[src/rtl/can_mode_pkg.sv]
package can_mode_pkg;
  localparam int CTL_W     = 16;
  localparam int B_FIFO    = 0;
  localparam int B_IDF_LO  = 1;
  localparam int B_IDF_HI  = 2;
  localparam int B_OVR     = 3;
  localparam int B_MODE_LO = 8;
  localparam int B_MODE_HI = 9;
  localparam int B_SLEEP   = 10;
  localparam int B_BOFF_LO = 11;
  localparam int B_BOFF_HI = 12;

  typedef enum logic [1:0] {
    M_OPER  = 2'b00,
    M_RESET = 2'b01,
    M_HALT  = 2'b10
  } mode_e;

  localparam logic [1:0] REQ_FORCE      = 2'b11;
  localparam logic [1:0] BOFF_AUTO_HALT = 2'b01;

  function automatic mode_e req_target(input logic [1:0] r);
    case (r)
      2'b00:   return M_OPER;
      2'b10:   return M_HALT;
      default: return M_RESET;
    endcase
  endfunction
endpackage

[src/rtl/can_mode_ctl_reg.sv]
module can_mode_ctl_reg
  import can_mode_pkg::*;
(
  input  logic             clk,
  input  logic             rst,
  input  logic             wr_en,
  input  logic [CTL_W-1:0] wr_data,
  input  mode_e            cur_mode,
  input  logic             in_reset,
  input  logic             autohalt,
  output logic [1:0]       req_q,
  output logic             sleep_q,
  output logic             fifo_q,
  output logic [1:0]       idf_q,
  output logic             ovr_q,
  output logic [1:0]       boff_q,
  output logic             force_rst,
  output logic             req_chg
);
  logic mode_take;
  logic cfg_take;
  logic unused_bits;

  assign unused_bits = ^{wr_data[15:13], wr_data[7:4]};

  always_comb begin
    mode_take = wr_en && !sleep_q;
    force_rst = mode_take && (wr_data[B_MODE_HI:B_MODE_LO] == REQ_FORCE);
    cfg_take  = wr_en && in_reset;
    req_chg   = mode_take || autohalt;
  end

  always_ff @(posedge clk) begin
    if (rst) begin
      req_q   <= M_RESET;
      sleep_q <= 1'b1;
      fifo_q  <= 1'b0;
      idf_q   <= 2'b00;
      ovr_q   <= 1'b0;
      boff_q  <= 2'b00;
    end else begin
      if (force_rst)
        req_q <= REQ_FORCE;
      else if (autohalt)
        req_q <= M_HALT;
      else if (mode_take)
        req_q <= wr_data[B_MODE_HI:B_MODE_LO];

      if (wr_en) begin
        if (!wr_data[B_SLEEP])
          sleep_q <= 1'b0;
        else if (cur_mode != M_OPER)
          sleep_q <= 1'b1;
      end

      if (cfg_take) begin
        fifo_q <= wr_data[B_FIFO];
        idf_q  <= wr_data[B_IDF_HI:B_IDF_LO];
        ovr_q  <= wr_data[B_OVR];
        boff_q <= wr_data[B_BOFF_HI:B_BOFF_LO];
      end
    end
  end

  // configuration frozen outside reset
  assert_cfg_locked_R7: assert property (@(posedge clk) disable iff (rst)
    !in_reset |=> $stable({fifo_q, idf_q, ovr_q, boff_q}));

  // mode field untouched while asleep
  assert_sleep_blocks_mode_R5: assert property (@(posedge clk) disable iff (rst)
    sleep_q |=> $stable(req_q));
endmodule

[src/rtl/can_mode_idle_timer.sv]
module can_mode_idle_timer #(
  parameter int IDLE_CYCLES = 4
) (
  input  logic clk,
  input  logic rst,
  input  logic armed,
  input  logic restart,
  input  logic bus_idle,
  output logic done
);
  localparam int CW = (IDLE_CYCLES > 1) ? $clog2(IDLE_CYCLES) : 1;

  generate
    if (IDLE_CYCLES <= 1) begin : g_nocnt
      assign done = armed && bus_idle && !restart;
    end else begin : g_cnt
      logic [CW-1:0] cnt_q;
      localparam logic [CW-1:0] LAST = CW'(IDLE_CYCLES - 1);

      assign done = armed && bus_idle && !restart && (cnt_q == LAST);

      always_ff @(posedge clk) begin
        if (rst || restart || !armed || !bus_idle || done)
          cnt_q <= '0;
        else
          cnt_q <= cnt_q + 1'b1;
      end

      // count never passes its terminal value
      assert_cnt_bound_R4: assert property (@(posedge clk) disable iff (rst)
        cnt_q <= LAST);

      // a busy bus restarts the count
      assert_busy_restarts_R4: assert property (@(posedge clk) disable iff (rst)
        !bus_idle |=> (cnt_q == '0));
    end
  endgenerate
endmodule

[src/rtl/can_mode_fsm.sv]
module can_mode_fsm
  import can_mode_pkg::*;
(
  input  logic       clk,
  input  logic       rst,
  input  logic [1:0] req_q,
  input  logic       force_rst,
  input  logic       bus_off,
  input  logic       bus_idle,
  input  logic [1:0] boff_q,
  input  logic       timer_done,
  output mode_e      cur_mode,
  output logic       rst_st,
  output logic       halt_st,
  output logic       clr_st,
  output logic       autohalt,
  output logic       pending
);
  mode_e mode_d;

  always_comb begin
    autohalt = bus_off && (boff_q == BOFF_AUTO_HALT) &&
               (cur_mode == M_OPER) && !force_rst;
    pending  = (req_target(req_q) != cur_mode);
    if (force_rst)
      mode_d = M_RESET;
    else if (autohalt)
      mode_d = M_HALT;
    else if (timer_done)
      mode_d = req_target(req_q);
    else
      mode_d = cur_mode;
  end

  always_ff @(posedge clk) begin
    if (rst) begin
      cur_mode <= M_RESET;
      rst_st   <= 1'b1;
      halt_st  <= 1'b0;
      clr_st   <= 1'b0;
    end else begin
      cur_mode <= mode_d;
      rst_st   <= (mode_d == M_RESET);
      halt_st  <= (mode_d == M_HALT);
      clr_st   <= (mode_d == M_RESET) && (cur_mode != M_RESET);
    end
  end

  // forced reset lands at the next edge
  assert_force_reset_R3: assert property (@(posedge clk) disable iff (rst)
    force_rst |=> rst_st);

  // automatic halt on bus-off
  assert_auto_halt_R8: assert property (@(posedge clk) disable iff (rst)
    autohalt |=> halt_st);

  // reset entry always clears
  assert_clear_on_entry_R9: assert property (@(posedge clk) disable iff (rst)
    $rose(rst_st) |-> clr_st);

  // clear is a single cycle
  assert_clear_single_R9: assert property (@(posedge clk) disable iff (rst)
    clr_st |=> !clr_st);

  // status bits never both set
  assert_status_excl_R2: assert property (@(posedge clk) disable iff (rst)
    $onehot0({rst_st, halt_st}));

  // no ordinary mode change on a busy bus
  assert_busy_holds_R4: assert property (@(posedge clk) disable iff (rst)
    (!bus_idle && !force_rst && !autohalt) |=> $stable(cur_mode));
endmodule

[src/rtl/can_mode_seq.sv]
module can_mode_seq
  import can_mode_pkg::*;
#(
  parameter int IDLE_CYCLES = 4
) (
  input  logic        clk,
  input  logic        rst,
  input  logic        wr_en,
  input  logic [15:0] wr_data,
  input  logic        bus_idle,
  input  logic        bus_off,
  output logic [15:0] ctl_q,
  output logic        rst_status,
  output logic        halt_status,
  output logic        sleep_status,
  output logic        clr_pulse,
  output logic        cfg_fifo_mode,
  output logic [1:0]  cfg_id_fmt,
  output logic        cfg_overrun,
  output logic [1:0]  cfg_boff_mode
);
  logic [1:0] req_q;
  logic       sleep_q;
  logic       force_rst;
  logic       req_chg;
  logic       autohalt;
  logic       pending;
  logic       timer_done;
  mode_e      cur_mode;

  can_mode_ctl_reg u_ctl (
    .clk       (clk),
    .rst       (rst),
    .wr_en     (wr_en),
    .wr_data   (wr_data),
    .cur_mode  (cur_mode),
    .in_reset  (rst_status),
    .autohalt  (autohalt),
    .req_q     (req_q),
    .sleep_q   (sleep_q),
    .fifo_q    (cfg_fifo_mode),
    .idf_q     (cfg_id_fmt),
    .ovr_q     (cfg_overrun),
    .boff_q    (cfg_boff_mode),
    .force_rst (force_rst),
    .req_chg   (req_chg)
  );

  can_mode_idle_timer #(.IDLE_CYCLES(IDLE_CYCLES)) u_tmr (
    .clk      (clk),
    .rst      (rst),
    .armed    (pending && !sleep_q),
    .restart  (req_chg),
    .bus_idle (bus_idle),
    .done     (timer_done)
  );

  can_mode_fsm u_fsm (
    .clk        (clk),
    .rst        (rst),
    .req_q      (req_q),
    .force_rst  (force_rst),
    .bus_off    (bus_off),
    .bus_idle   (bus_idle),
    .boff_q     (cfg_boff_mode),
    .timer_done (timer_done),
    .cur_mode   (cur_mode),
    .rst_st     (rst_status),
    .halt_st    (halt_status),
    .clr_st     (clr_pulse),
    .autohalt   (autohalt),
    .pending    (pending)
  );

  assign sleep_status = sleep_q;

  always_comb begin
    ctl_q = '0;
    ctl_q[B_FIFO]              = cfg_fifo_mode;
    ctl_q[B_IDF_HI:B_IDF_LO]   = cfg_id_fmt;
    ctl_q[B_OVR]               = cfg_overrun;
    ctl_q[B_MODE_HI:B_MODE_LO] = req_q;
    ctl_q[B_SLEEP]             = sleep_q;
    ctl_q[B_BOFF_HI:B_BOFF_LO] = cfg_boff_mode;
  end

  // never asleep in operation mode
  assert_no_sleep_in_oper_R6: assert property (@(posedge clk) disable iff (rst)
    sleep_status |-> (rst_status || halt_status));

  // asleep means the mode holds
  assert_sleep_freezes_R6: assert property (@(posedge clk) disable iff (rst)
    sleep_status |=> $stable({rst_status, halt_status}));
endmodule

[config.mk]
export PLATFORM = sky130hd
export DESIGN_NAME = can_mode_seq
export DESIGN_NICKNAME = d
export VERILOG_FILES = /design/src/rtl/can_mode_pkg.sv /design/src/rtl/can_mode_ctl_reg.sv /design/src/rtl/can_mode_idle_timer.sv /design/src/rtl/can_mode_fsm.sv /design/src/rtl/can_mode_seq.sv
export SDC_FILE = /design/constraint.sdc
export NUM_CORES = 1
export LEC_CHECK = 0
export CAP_MARGIN = 20
export CELL_PAD_IN_SITES_DETAIL_PLACEMENT = 1
export CELL_PAD_IN_SITES_GLOBAL_PLACEMENT = 2
export CORE_MARGIN = 1
export CORE_UTILIZATION = 19
export DETAILED_ROUTE_END_ITERATION = 16
export MAX_ROUTING_LAYER = met4
export PLACE_DENSITY = 0.81
export SLEW_MARGIN = 20
export SYNTH_ARGS = -nofsm -noshare
export SYNTH_HDL_FRONTEND = slang
export SYNTH_SLANG_ARGS = --single-unit
[constraint.sdc]
create_clock -name clk -period 1.8 [get_ports clk]
set_clock_uncertainty 0.15 [all_clocks]
set_input_delay 0.36 -clock clk [delete_from_list [all_inputs] [get_ports clk]]
set_output_delay 0.36 -clock clk [all_outputs]
set_load 0.03 [all_outputs]
==> flow_metrics.tcl, run 1 <==
set metrics [dict create \
    hp-class "register to register" \
    cap_violations 0 \
    drv_slew 0 \
    fin_worst_hold_slack_ps 301 \
    syn_avg_cell_area_um2 8.47 \
    grt_use_total 0.106 \
    cp_cell_sequence "clkdlybuf4s50_1" \
    die_w_um 67.4 \
    portBuffers 32 \
    status "finished clean" \
    drc 0 \
    place.gp.congestion 0.694 \
    htree_levels 1 \
    clock_path_buffers 2 \
    synth_seq_cells 16 \
    slowest_stage "clkdlybuf4s50_1" \
    max_stage_delay_ps 670 \
    crit_arrival_ps 1250 \
    fin_crit_ps 1760 \
    areaGrowthSynthToFinish_pct 49.5 \
    routed-via-count 781 \
    wl_met3_um 176 \
    die_area_um2 4550 \
    hold_violations 0 \
    grt_pass1_wl_um 3480 \
    ioPinCount 47 \
    clock_latency_ps 250 \
    row_count 23 \
    fmax_mhz 567 \
    cp.required_ps 1290 \
    synthCells 96 \
    critPathMaxFanout 2 \
    r2r_slack_ps 210 \
    worst-path-buf-inv 1 \
    postRouteAntennaNets 0 \
    num_antenna_cells 0 \
    synth_async_sr_flop_share 0 \
    wl_met1_um 1010 \
    end_kind "output port" \
    cp-start-kind "register" \
    clk_pin_slew_ps 60 \
    viasPerCell 4.34 \
    cts_buffers 3 \
    grt_max_degree 10 \
    synth-edff-count 0 \
    grt.overflow.total 0 \
    synth.distinct_cells 31 \
    final_layout_size_suffix_gt1_frac 0.138 \
    cts_tree "done" \
    hpwl_um 1810 \
    yosysWarnings 0 \
    nNetsFinal 154 \
    p_per_area_nw_per_um2 653 \
    ir_drop_mv 0.197 \
    drtPass1Iterations 2 \
    top_layer_used "met4" \
    setup_viol 0 \
    grt_antenna_before_repair 0 \
    cts_sinks 16 \
    grt_setup_unrepaired "false" \
    root_buffer "clkbuf_8" \
    die_h_um 67.4 \
    fin_tns_setup_ps 0 \
    layout_worst_path_cycle_share 0.979 \
    p_leak_nw 0.592 \
    wl_per_cell_um 12.2 \
    ys_seq_area_frac 0.394 \
    core_area_um2 4060 \
    initial_core_util 0.200 \
    totalWireLength_um 2200 \
    dr_wl_met2_um 997 \
    path_class "register to output port" \
    first_global_vias 764 \
    path_delay_family "buffers and inverters" \
    synth.cell_area_um2 813 \
    synth_top_flop_cell "dfxtp_1" \
    layout_common_cells "16 x clkdlybuf4s50_1, 16 x dfxtp_1, 10 x nand2_1, 10 x buf_4" \
    drt_iter0_markers 1 \
]
## through the flow
step / area [um^2] / total power (W) / util / worst slack (ps) / cells
floorplan: 836 / 0.000489 / - / 210 / 102
global placement: 1170 / 0.000546 / 0.288 / -167 / 177
detailed placement: 1170 / 0.000550 / 0.288 / -194 / 177
CTS: 1200 / 0.000812 / 0.295 / 7.52 / 180
global route: 1220 / 0.000841 / 0.300 / 5.44 / 180
finish: 1220 / 0.000794 / 0.300 / 37.6 / 180
## Yosys cell counts, types with 2 or more instances
| cell | instances | area share |
|---|---|---|
| dfxtp_1 | 16 | 0.39 |
| buf_4 | 14 | 0.13 |
| nand2_1 | 10 | 0.046 |
| a21oi_1 | 9 | 0.055 |
| nand3_1 | 9 | 0.055 |
| nor2_1 | 7 | 0.032 |
| nand2b_1 | 3 | 0.023 |
| and2_1 | 2 | 0.015 |
| mux2i_1 | 2 | 0.025 |
| nor2b_1 | 2 | 0.015 |
| nor4_1 | 2 | 0.015 |
## metal layers
metal,global-route usage,vias up
li1,-,377
met3,0.0220,2
met1,0.129,366
met4,0.0319,0
met2,0.174,36
met5,-,-
## area by class of cell
type / count / area, um^2
repair buffers: 42 / 402
multi-input cells: 67 / 383
clock buffers: 3 / 41.3
well taps: 50 / 62.6
flip-flops and latches: 16 / 320
fillers: 488 / 2840
inverters: 2 / 7.51
## flip-flops by register name, summed over array words and instances, names as in the netlist
register,flops
u_fsm.rst_st,1
u_ctl.req_q,2
u_tmr.g_cnt.cnt_q,2
u_ctl.fifo_q,1
u_ctl.sleep_q,1
u_fsm.halt_st,1
u_fsm.clr_st,1
u_fsm.cur_mode,2
u_ctl.boff_q,2
u_ctl.idf_q,2
u_ctl.ovr_q,1
## path summary, 6_finish.rpt
kind | startpoint | to | depth (start not counted)
max | u_fsm.rst_st | rst_status | 1
min | u_tmr.g_cnt.cnt_q[0] | u_tmr.g_cnt.cnt_q[0] | 1
max reg2reg | u_tmr.g_cnt.cnt_q[0] | u_fsm.clr_st | 5
min reg2reg | u_tmr.g_cnt.cnt_q[0] | u_tmr.g_cnt.cnt_q[0] | 1
## power breakdown
group | switching (W) | internal, W | total, W
registers | 0.00000807 | 0.000364 | 0.000372
clock network | 0.000115 | 0.000148 | 0.000263
logic | 0.0000923 | 0.0000665 | 0.000159
total | 0.000215 | 0.000579 | 0.000794
## cell families after synthesis
family	count (synthesis)	share of synthesized area
compound gates	17	0.138
xor+xnor	1	0.0108
flops	16	0.394
simple gates	39	0.249
mux	2	0.0246
other cells	1	0.00461
buf+inv	19	0.163
fa+ha+maj	1	0.0154
## timing repair
item | 4_1_cts | 5_1_grt
hold buffers | 0 | 0
resized for setup | 9 | 7
gates cloned | 0 | 0
setup buffers | 0 | 0
endpoints found under the setup margin | 9 | 7
No activity file was read; power rests on OpenSTA's default activity.
==> run 2, diff against run 1 <==
Settings changed: ABC_AREA set to 0.
==> results of run 2 <==
No change in the layout: final DEF, timing and power equal those of run 1.
